[src/rtl/irqv_pkg.sv]
package irqv_pkg;
  typedef enum logic [1:0] {
    MODE_RST = 2'd0,
    MODE_FIX = 2'd1,
    MODE_TBL = 2'd2,
    MODE_RSV = 2'd3
  } irq_mode_e;

  typedef enum logic [1:0] {
    F_IDLE = 2'd0,
    F_LO   = 2'd1,
    F_HI   = 2'd2
  } fetch_st_e;
endpackage

[src/rtl/irqv_cfg.sv]
module irqv_cfg
  import irqv_pkg::*;
#(
  parameter int DW = 8
) (
  input  logic          clk_i,
  input  logic          rst_ni,
  input  logic          set_mode_i,
  input  logic [1:0]    mode_i,
  input  logic          set_page_i,
  input  logic [DW-1:0] page_i,
  output irq_mode_e     mode_o,
  output logic [DW-1:0] page_o
);
  irq_mode_e     mode_q;
  logic [DW-1:0] page_q;

  always_ff @(posedge clk_i or negedge rst_ni) begin
    if (!rst_ni) begin
      mode_q <= MODE_RST;
      page_q <= '0;
    end else begin
      if (set_mode_i && irq_mode_e'(mode_i) != MODE_RSV) mode_q <= irq_mode_e'(mode_i);
      if (set_page_i) page_q <= page_i;
    end
  end

  assign mode_o = mode_q;
  assign page_o = page_q;


  mode_legal_chk: assert property (@(posedge clk_i) disable iff (!rst_ni)
    mode_q != MODE_RSV);


  mode_hold_chk: assert property (@(posedge clk_i) disable iff (!rst_ni)
    (set_mode_i && mode_i == 2'd3) |=> $stable(mode_q));
endmodule

[src/rtl/irqv_rst_dec.sv]
module irqv_rst_dec
  import irqv_pkg::*;
#(
  parameter int          DW        = 8,
  parameter int          AW        = 16,
  parameter logic [15:0] FIXED_VEC = 16'h0038
) (
  input  irq_mode_e     mode_i,
  input  logic [DW-1:0] byte_i,
  output logic          hit_o,
  output logic [AW-1:0] target_o
);
  // restart opcode: 11 ttt 111, target ttt*8
  logic is_rst;
  assign is_rst = (byte_i[7:6] == 2'b11) && (byte_i[2:0] == 3'b111);

  always_comb begin
    hit_o    = 1'b0;
    target_o = '0;
    unique case (mode_i)
      MODE_FIX: begin
        hit_o    = 1'b1;
        target_o = AW'(FIXED_VEC);
      end
      MODE_RST: begin
        hit_o    = is_rst;
        target_o = AW'({byte_i[5:3], 3'b000});
      end
      default: ;
    endcase
  end
endmodule

[src/rtl/irqv_fetch.sv]
module irqv_fetch
  import irqv_pkg::*;
#(
  parameter int DW = 8,
  parameter int AW = 16
) (
  input  logic          clk_i,
  input  logic          rst_ni,
  input  logic          start_i,
  input  logic [AW-1:0] base_i,
  input  logic          mem_ack_i,
  input  logic [DW-1:0] mem_data_i,
  output logic          mem_req_o,
  output logic [AW-1:0] mem_addr_o,
  output logic          busy_o,
  output logic          done_o,
  output logic [AW-1:0] word_o
);
  fetch_st_e     st_q;
  logic [AW-1:0] addr_q;
  logic [DW-1:0] lo_q;

  always_ff @(posedge clk_i or negedge rst_ni) begin
    if (!rst_ni) begin
      st_q   <= F_IDLE;
      addr_q <= '0;
      lo_q   <= '0;
    end else begin
      unique case (st_q)
        F_IDLE: if (start_i) begin
          st_q   <= F_LO;
          addr_q <= base_i;
        end
        F_LO: if (mem_ack_i) begin
          st_q   <= F_HI;
          lo_q   <= mem_data_i;
          addr_q <= addr_q + AW'(1);
        end
        F_HI: if (mem_ack_i) st_q <= F_IDLE;
        default: st_q <= F_IDLE;
      endcase
    end
  end

  assign busy_o     = st_q != F_IDLE;
  assign mem_req_o  = busy_o;
  assign mem_addr_o = addr_q;
  assign done_o     = (st_q == F_HI) && mem_ack_i;
  assign word_o     = {mem_data_i, lo_q};


  req_hold_chk: assert property (@(posedge clk_i) disable iff (!rst_ni)
    (mem_req_o && !mem_ack_i) |=> (mem_req_o && $stable(mem_addr_o)));


  hi_addr_chk: assert property (@(posedge clk_i) disable iff (!rst_ni)
    (st_q == F_LO && mem_ack_i) |=> (mem_addr_o == $past(mem_addr_o) + AW'(1)));


  no_restart_chk: assert property (@(posedge clk_i) disable iff (!rst_ni)
    start_i |-> !busy_o);
endmodule

[src/rtl/irq_vector_resolver.sv]
module irq_vector_resolver
  import irqv_pkg::*;
#(
  parameter int          DW        = 8,
  parameter logic [15:0] FIXED_VEC = 16'h0038
) (
  input  logic                clk_i,
  input  logic                rst_ni,
  input  logic                set_mode_i,
  input  logic [1:0]          mode_i,
  input  logic                set_page_i,
  input  logic [DW-1:0]       page_i,
  input  logic                ack_i,
  input  logic [DW-1:0]       data_i,
  input  logic [2*DW-1:0]     pc_i,
  output logic                mem_req_o,
  output logic [2*DW-1:0]     mem_addr_o,
  input  logic                mem_ack_i,
  input  logic [DW-1:0]       mem_data_i,
  output logic                busy_o,
  output logic                vec_valid_o,
  output logic [2*DW-1:0]     vec_addr_o,
  output logic                push_req_o,
  output logic [2*DW-1:0]     push_pc_o,
  output logic                bad_op_o
);
  localparam int AW = 2 * DW;

  irq_mode_e     mode;
  logic [DW-1:0] page;
  logic          hit, accept, done;
  logic [AW-1:0] target, word;

  irqv_cfg #(.DW(DW)) i_cfg (
    .clk_i, .rst_ni, .set_mode_i, .mode_i, .set_page_i, .page_i,
    .mode_o(mode), .page_o(page)
  );

  irqv_rst_dec #(.DW(DW), .AW(AW), .FIXED_VEC(FIXED_VEC)) i_dec (
    .mode_i(mode), .byte_i(data_i), .hit_o(hit), .target_o(target)
  );

  assign accept = ack_i && !busy_o;

  irqv_fetch #(.DW(DW), .AW(AW)) i_fetch (
    .clk_i, .rst_ni,
    .start_i(accept && mode == MODE_TBL),
    .base_i({page, data_i}),
    .mem_ack_i, .mem_data_i, .mem_req_o, .mem_addr_o,
    .busy_o, .done_o(done), .word_o(word)
  );

  always_ff @(posedge clk_i or negedge rst_ni) begin
    if (!rst_ni) begin
      vec_valid_o <= 1'b0;
      push_req_o  <= 1'b0;
      bad_op_o    <= 1'b0;
      vec_addr_o  <= '0;
      push_pc_o   <= '0;
    end else begin
      vec_valid_o <= 1'b0;
      push_req_o  <= 1'b0;
      bad_op_o    <= 1'b0;
      if (accept) begin
        push_pc_o <= pc_i;
        if (mode != MODE_TBL) begin
          if (hit) begin
            vec_valid_o <= 1'b1;
            push_req_o  <= 1'b1;
            vec_addr_o  <= target;
          end else begin
            bad_op_o <= 1'b1;
          end
        end
      end
      if (done) begin
        vec_valid_o <= 1'b1;
        push_req_o  <= 1'b1;
        vec_addr_o  <= word;
      end
    end
  end


  fixed_vec_chk: assert property (@(posedge clk_i) disable iff (!rst_ni)
    (accept && mode == MODE_FIX) |=> (vec_valid_o && vec_addr_o == AW'(FIXED_VEC)));


  bad_op_excl_chk: assert property (@(posedge clk_i) disable iff (!rst_ni)
    bad_op_o |-> (!vec_valid_o && !push_req_o));


  tbl_req_chk: assert property (@(posedge clk_i) disable iff (!rst_ni)
    (accept && mode == MODE_TBL) |=> (mem_req_o && mem_addr_o == $past({page, data_i})));


  push_stable_chk: assert property (@(posedge clk_i) disable iff (!rst_ni)
    (busy_o && !accept) |=> $stable(push_pc_o));
endmodule

[config.mk]
export PLATFORM = sky130hd
export DESIGN_NAME = irq_vector_resolver
export DESIGN_NICKNAME = d
export VERILOG_FILES = /design/src/rtl/irqv_pkg.sv /design/src/rtl/irqv_cfg.sv /design/src/rtl/irqv_rst_dec.sv /design/src/rtl/irqv_fetch.sv /design/src/rtl/irq_vector_resolver.sv
export SDC_FILE = /design/constraint.sdc
export NUM_CORES = 1
export LEC_CHECK = 0
export BUFFER_PORTS_ARGS = -buffer_cell sky130_fd_sc_hd__buf_2
export CAP_MARGIN = 30
export CORE_MARGIN = 10
export CORE_UTILIZATION = 25
export DETAILED_ROUTE_END_ITERATION = 12
export PLACE_DENSITY_LB_ADDON = 0.1
export SYNTH_ARGS = -nofsm -noshare
export SYNTH_HDL_FRONTEND = slang
export SYNTH_SLANG_ARGS = --single-unit
[constraint.sdc]
create_clock -name clk_i -period 1.8 [get_ports clk_i]
set_clock_uncertainty 0.2 [all_clocks]
set_input_delay 0.27 -clock clk_i [delete_from_list [all_inputs] [get_ports clk_i]]
set_output_delay 0.27 -clock clk_i [all_outputs]
set_load 0.05 [all_outputs]
Yosys cells after proc, flatten, opt, wreduce, memory -nomap -nowiden --
Cells that the tools add are included.
Storage, ports and cells: word-level logic and storage cells 58, input port bits 48, output and inout bits 53, flip-flop bits (word level) 70
Cells by class: eq/ne operators 11, reductions and logical operators 17, mux-type cells 20, add/sub/neg operators 1
Operators with widths (count):
- 16-bit 2-to-1 mux | 6
- 16-bit one-hot mux with 2 select lines | 1
- 16-bit by 1-bit adder with 16-bit output, second input constant | 1
- 6-bit one-hot mux with 2 select lines | 1
- 2-bit nonzero test | 5
- 3-bit AND reduction | 3
- 2-bit != test, second input constant | 4
- 1-bit 2-to-1 mux | 7
- 2-bit equality test, second input constant | 3
- 2-bit 2-to-1 mux | 3
- 2-bit one-hot mux with 3 select lines | 1
- 1-bit logical AND | 5
- 2-bit by 1-bit equality test with 1-bit output, second input constant | 2
- 2-bit logical NOT | 2
- 3-bit equality test, second input constant | 1
- 2-bit by 1-bit != test with 1-bit output, second input constant | 1
- 1-bit one-hot mux with 2 select lines | 1
- 2-bit AND reduction | 1
- 1-bit logical NOT | 1

Logic depth before layout (Yosys ltp) --
Gate-level depths: netlist of the first run.
depth in word-level cells 7, mapped depth 7, mapped depth without buffers 5

Hierarchy --
Synthesis of the first run repeated with hierarchy kept, for this count alone.
Second synthesis, totals: cell total of the unflattened synthesis 310, area total of the unflattened synthesis 3707.3 sq um
By module, submodules not included:
- irqv_fetch | area an instance 1614.0 sq um, instances 1, cells each 167
- irq_vector_resolver | area an instance 1536.5 sq um, instances 1, cells each 95
- irqv_cfg | area an instance 410.4 sq um, instances 1, cells each 24
- irqv_rst_dec | area an instance 146.4 sq um, instances 1, cells each 24

Worst setup path before layout of the first run --
Ideal clock, no wire load.
path kind flip-flop to flip-flop, from reg i_fetch.addr_q[0], in the netlist i_fetch.mem_addr_o[0], to reg i_fetch.addr_q[14], in the netlist i_fetch.mem_addr_o[14], data required time 1.518 ns, path slack -0.199 ns, cell stages (with the launch flop) 7, data arrival time 1.717 ns, library setup time 0.082 ns, cell sequence dfrtp_1 ha_1 and3_1 buf_2 nand4_1 o31a_1 o22ai_1
On the way: word-level cells in the longest chain between the ends 3
Ends and longest elaborated chain:
- start, declared | line irqv_fetch.sv:20 | logic [AW-1:0] addr_q;
- start signal, assigned | line irqv_fetch.sv:32 | addr_q <= base_i;
- start signal, assigned | line irqv_fetch.sv:37 | addr_q <= addr_q + AW'(1);
- 16-bit by 1-bit adder with 16-bit output | line irqv_fetch.sv:37
- 16-bit 2-to-1 mux | line irqv_fetch.sv:34 | F_LO: if (mem_ack_i) begin
- 16-bit one-hot mux with 2 select lines | line irqv_fetch.sv:29 | unique case (st_q)
No other way between the ends. The select of a mux whose other input is x is not followed. A chain may end at the register's enable or synchronous reset.

Worst setup path in the final report of the first run --
from reg i_fetch.st_q[1], to out mem_req_o
On the way: word-level cells in the longest chain between the ends 1
Ends and longest elaborated chain:
- start, declared | line irqv_fetch.sv:19 | fetch_st_e st_q;
- start signal, assigned | line irqv_fetch.sv:25 | st_q <= F_IDLE;
- start signal, assigned | line irqv_fetch.sv:31 | st_q <= F_LO;
- start signal, assigned | line irqv_fetch.sv:35 | st_q <= F_HI;
- 2-bit nonzero test | line irqv_fetch.sv:45 | assign busy_o = st_q != F_IDLE;
- end, declared | line irq_vector_resolver.sv:16 | output logic mem_req_o,
No other way between the ends.

==> results of run 1 <==
final cells by class:
| type | instances | share of cell area [%] |
|---|---|---|
| Timing Repair Buffer | 166 | 24.1 |
| Clock buffer | 11 | 4.79 |
| Clock inverter | 5 | 2.19 |
| Multi-Input combinational cell | 215 | 27.9 |
| Inverter | 6 | 0.463 |
| Sequential cell | 70 | 36.2 |
| Tap cell | 172 | 4.43 |
synth_stat cells (all sizes together), types with 2 or more instances:
| master | instances | area (um^2) |
|---|---|---|
| nand3 | 6 | 30.0 |
| o21a | 2 | 15.0 |
| a22o | 14 | 124 |
| dfrtp | 70 | 1750 |
| o31ai | 5 | 47.5 |
| a21oi | 16 | 91.3 |
| o22ai | 4 | 25.0 |
| nor4 | 3 | 25.0 |
| nor2 | 24 | 109 |
| clkbuf | 2 | 7.51 |
| o21ai | 8 | 40.0 |
| and4 | 2 | 17.5 |
| a2bb2oi | 6 | 52.6 |
| buf | 19 | 153 |
| inv | 6 | 22.5 |
| mux2 | 19 | 218 |
| and3 | 5 | 31.3 |
| o32ai | 3 | 26.3 |
| o22a | 2 | 17.5 |
| nor2b | 2 | 12.5 |
| a31oi | 5 | 31.3 |
| nand4 | 7 | 43.8 |
| nand2 | 67 | 251 |
registers in the layout, summed over array words and instances (netlist names):
register,cells
i_fetch.mem_addr_o,16
push_pc_o,16
vec_addr_o,16
i_cfg.page_o,8
i_fetch.lo_q,8
i_cfg.mode_o,2
i_fetch.st_q,2
bad_op_o,1
push_req_o,1
routing by layer:
layer,GRT usage [%],vias to the layer above,routed length [um],part of all wire [%]
met5,0,-,0,0
met4,3.57,0,101,1.0
met3,5.41,7,658,6.6
met2,18.0,74,4640,46
met1,14.3,1390,4600,46
li1,-,1415,-,-
stage by stage:
stage,util [%],TNS (ns),setup slack [ns],power (uW),std cells
after floorplan,-,0,0.0114,5160,312
after global placement,32.1,0,0.0533,6160,588
after detailed placement,32.1,0,0.0495,6180,588
after CTS,38.1,-0.0199,-0.0100,8410,644
after global routing,38.2,-0.251,-0.0309,8790,645
final,38.2,0,0.0138,8280,645
worst max-delay path: cells and delay by family (launching register included):
kind / cells / cell delay [ns]
buf+inv: 2 / 0.29
simple gates: 1 / 0.27
flops: 1 / 0.40
path summary, 6_finish.rpt:
kind | cells after the start | startpoint | endpoint | slack, ns
max | 3 | i_fetch.st_q[1]$_DFFE_PN0P_ | mem_req_o | 0.01
min | 3 | data_i[3] | i_fetch.mem_addr_o[3]$_DFFE_PN0P_ | 0.05
max reg2reg | 6 | i_fetch.st_q[0]$_DFFE_PN0P_ | i_fetch.lo_q[6]$_DFFE_PN0P_ | 0.04
min reg2reg | 2 | push_pc_o[15]$_DFFE_PN0P_ | push_pc_o[15]$_DFFE_PN0P_ | 0.27
max in group asynchronous | 3 | rst_ni | i_cfg.page_o[0]$_DFFE_PN0P_ | 0.73
min in group asynchronous | 2 | rst_ni | i_fetch.mem_addr_o[15]$_DFFE_PN0P_ | 0.16
power by group:
| part | switching [uW] | internal [uW] | leakage [uW] |
|---|---|---|---|
| combinational | 2490 | 1140 | 0.00133 |
| sequential | 463 | 2130 | 0.000853 |
| clock | 691 | 1360 | 0.000160 |
| total | 3650 | 4630 | 0.00234 |
timing repair:
| item | 4_1_cts | 5_1_grt |
|---|---|---|
| buffers inserted | 2 | 1 |
| hold buffers | 38 | 0 |
| endpoints found under the setup margin | 2 | 32 |
| resized for setup | 8 | 5 |
| hold endpoints to repair | 114 | 0 |
| pin swaps | 1 | 1 |
kinds of logic (layout without fill, tap and decap cells):
kind of cell | Yosys count | after routing | synth area share (%)
AOI/OAI and AO/OA | 70 | 70 | 15.7
adders and majority gates | 1 | 1 | 0.383
DFF | 70 | 70 | 53.6
muxes | 19 | 19 | 6.66
buffers and inverters | 27 | 188 | 5.59
and+or+nand+nor | 125 | 125 | 18.1
==> results.ini, run 1 <==
[setup_path]
worst_setup_path_start_kind=flip-flop
worst_path_largest_cell_delay_ns=0.40
cp-end-kind=primary output
cp_max_fo=5
path_cells=buf_6 -> or2_4 -> buf_8
crit_type=reg -> out
arrival_ns=1.32
cp.required_ns=1.33
cp_slowest_cell=dfrtp_1

[yosys]
syn_avg_cell_area_um2=10.5
syn-num-nets=361
synth-seq-cells=70
synth-seq-area-share_pct=53.6
synth_warnings=0
netlist_area_um2=3270
synth-main-ff-cell=dfrtp_1
synthArstFlopShare_pct=100
netlist_instances=312
synth_edf_count=0
synth.distinct_cells=48

[sta]
final_max_slew_viol_count=0
hold_ws_ns=0.0461
fin_crit_sh_pct=99.2
relSlewSlack_pct=76.3
timing.fmax_ghz=0.560
tightest_slew_ns=0.353
hold_violations=0
min_period_ns=1.79
setup_viol=0
rsz0062_at_grt=yes

[finish]
final_cell_mix=97 x buf_2, 67 x nand2_1, 64 x dfrtp_1, 38 x dlygate4sd3_1, 23 x buf_4
area_delta_synth_final_pct=48.8
final_common_cell=buf_2
num-fill-cells=1325
seq_area_um2=1760
drive_gt1_share_pct=38.7
nets=517
antenna_cells=0
final_area_um2=4860
multi_input_area_um2=1360

[global_route]
overflow=0
grt_pass1_vias=3189
antenna_found_initial=0
grt_pass1_wl_mm=16.8
gr-usage-all-layers_pct=11.7
grt_max_degree=39

[clocking]
cts.clk_slew.worst_paths_ns=0.06
cts_buffers=9
cts_sinks=70
root_buffer=clkbuf_16
clkLatencyLatePin_ns=0.34
htreeDepth=3
cts_tree=yes
clock_tree.buffer_depth=2

[place]
io_buffer_count=100
dpl_cell_area_um2=4080
dp_hpwl_mm=7.17
place_congestion=0.745

[detailed_routing]
wl_per_cell_um=15.5
routed_wl_mm=10.0
via_per_inst=4.47
ant_nets=0
drc=0
dr.pass1.iters=4
first_iter_violations=115
num_vias=2886

[die]
core_region_area_um2=12700
dieArea_um2=18000
die_x_um=134
io_pins=101
rows=41
initial_core_util_pct=25.7
die_h_um=134

[outcome]
outcome=finished, final reports clean

[worst_hold_path]
hp-class=in -> reg

[flow_run]
maxCapViolations=0

[pwr]
p_leak_uw=0.00234
peakVddDrop_uv=806
pwr_density_cell_nw_per_um2=1700

(Power assumes the default switching activity.)
==> inputs of run 2 (changes only) <==
- SETUP_SLACK_MARGIN: not set -> 0.15
==> results.ini, run 2 (synthesized netlist as in run 1, its figures left out) <==
[die]
die_h_um=134  ; unchanged
core_region_area_um2=12700  ; unchanged
die_x_um=134  ; unchanged
dieArea_um2=18000  ; unchanged
initial_core_util_pct=25.7  ; unchanged
rows=41  ; unchanged
io_pins=101  ; unchanged

[setup_path]
r2r_cells=6  ; unchanged
arrival_ns=1.29  ; -0.03 ns
path_cells=buf_6 -> or2_4 -> buf_8
startpoint=i_fetch.st_q[0]$_DFFE_PN0P_
cp_slowest_cell=dfrtp_1
cp.required_ns=1.33  ; about the same
cp_num_cells=3  ; unchanged
rr_startpoint=i_fetch.st_q[0]$_DFFE_PN0P_
worst_setup_path_start_kind=flip-flop
crit_family=flip-flops
rrSetupSlack_ns=0.06  ; +0.02 ns
worst_path_largest_cell_delay_ns=0.41  ; about the same
r2r_end=i_fetch.mem_addr_o[12]$_DFFE_PN0P_
cp_max_fo=4  ; -1
cp-end-kind=primary output
worst-path-buf-inv=2  ; unchanged
crit_type=reg -> out

[worst_hold_path]
whs_endpoint=i_fetch.mem_addr_o[1]$_DFFE_PN0P_
hp-class=in -> reg
holdCritStartpoint=data_i[1]
hold_depth=3  ; unchanged

[finish]
final_cell_mix=96 x buf_2, 57 x dfrtp_1, 49 x nand2_1, 34 x dlygate4sd3_1, 20 x nor2_1
drive_gt1_share_pct=50.5  ; +12 points
antenna_cells=0  ; unchanged
stdcell_count=649  ; +0.62%
final_common_cell=buf_2
final_area_um2=5190  ; +6.8%
area_delta_synth_final_pct=58.9
nets=521  ; +0.77%

[sta]
fin_ws_ns=0.0382  ; +0.0245 ns
hold_violations=0  ; unchanged
relSlewSlack_pct=72.1  ; -4.2 points
tightest_slew_ns=0.419  ; +0.0662 ns
rsz0062_at_grt=yes
setup_viol=0  ; unchanged
final_max_slew_viol_count=0  ; unchanged
fin_crit_sh_pct=97.9  ; -1.4 points
min_period_ns=1.76  ; -0.0245 ns
timing.fmax_ghz=0.568  ; +1.4%

[clocking]
clock_tree.buffer_depth=2  ; unchanged
cts.clk_slew.worst_paths_ns=0.06  ; about the same
cts_buffers=9  ; unchanged
htreeDepth=3  ; unchanged
cts_sinks=70  ; unchanged
clkLatencyLatePin_ns=0.33  ; about the same
cts_tree=yes
root_buffer=clkbuf_16

[global_route]
grt_pass1_wl_mm=16.4  ; -2.3%
top_usage_layer=met2
grtUsageMet1_pct=13.5  ; -0.77 points
grt_max_degree=35  ; -10%
use_met3_pct=4.63  ; -0.78 points
antenna_found_initial=0  ; unchanged
gr-usage-all-layers_pct=11.3  ; -0.46 points
overflow=0  ; unchanged
grt_pass1_vias=3041  ; -4.6%
met2_usage_pct=18.0  ; unchanged

[place]
dpl_cell_area_um2=4080  ; unchanged
dpl.cell_count=585  ; -0.51%
post-place-ws_ns=0.0679  ; +0.0184 ns
io_buffer_count=100  ; unchanged
dp_hpwl_mm=7.17  ; +0.13%
place_congestion=0.776  ; +4.2%

[pwr]
pwr_density_cell_nw_per_um2=1650  ; -3.0%
p_leak_uw=0.00243  ; +3.5%
peakVddDrop_uv=631  ; -22%

[detailed_routing]
first_iter_violations=166  ; +44%
via_per_inst=4.52  ; +1.0%
drc=0  ; unchanged
routed_wl_mm=10.7  ; +7.5%
ant_nets=0  ; unchanged
num_vias=2933  ; +1.6%
dr.pass1.iters=4  ; unchanged
wl_per_cell_um=16.6  ; +6.8%

[flow_run]
maxCapViolations=0  ; unchanged

[outcome]
outcome=finished, final reports clean

run 2: changes by cell type in the layout (fill, tap and decap cells not counted), sizes merged:
cell	delta
clkinv	+1
buf	+4
bufinv	-1
clkbuf	+4
dlygate4sd3	-4
run 2: where the power goes:
part / internal, uW / switching (uW) / total, uW
Combinational: 1340 / 2640 / 3980
Sequential: 2150 / 491 / 2640
Clock: 1250 / 697 / 1950
run 2: worst max path at each step:
| stage | endpoint | slack (ns) |
|---|---|---|
| 3_3_place_gp | vec_addr_o[2]$_DFFE_PN0P_ | 0.11 |
| 6_report | mem_req_o | 0.04 |
| 2_1_floorplan | i_fetch.mem_addr_o[14]$_DFFE_PN0P_ | 0.05 |
| 5_1_grt | i_fetch.mem_addr_o[12]$_DFFE_PN0P_ | -0.05 |
| 3_5_place_dp | vec_addr_o[10]$_DFFE_PN0P_ | 0.07 |
| 4_1_cts | mem_req_o | -0.0004 |
run 2: worst min-delay path, cell delays in order:
cell	delay (ns)
buf_2	0.12
nand2_1	0.06
a31oi_1	0.07
run 2: repair_timing:
action,4_1_cts,5_1_grt
hold buffers,34,0
resized for setup,31,49
endpoints found under the setup margin,20,58
pin swaps,6,5
endpoints found under the hold margin,68,0
gates cloned,0,4
setup buffers,5,5
run 2: layer usage:
layer / share of wire [%] / up-vias
met2: 48 / 76
met3: 6.9 / 11
met4: 1.1 / 0
met1: 44 / 1421
li1: - / 1425
met5: 0 / -
run 2: area by class of cell:
class                      instances  area [um^2]
clock inverter                     5         81.3
sequential                        70         1770
multi-input combinational        215         1560
inverter                           6         22.5
clock buffer                      11          243
tap                              172          215
fill                            1279         7530
timing repair buffer             170         1300
run 2: stage by stage:
step,total power (uW),hold WS [ns],TNS (ns),utilization [%]
after CTS,8380,0.00532,-0.000557,38.5
final,8570,0.0231,0,40.8
after detailed placement,6190,0.0487,0,32.1
after global routing,9060,0.0283,-0.0723,40.8
after floorplan,5190,-0.226,0,-
after global placement,6180,0.0443,0,32.1
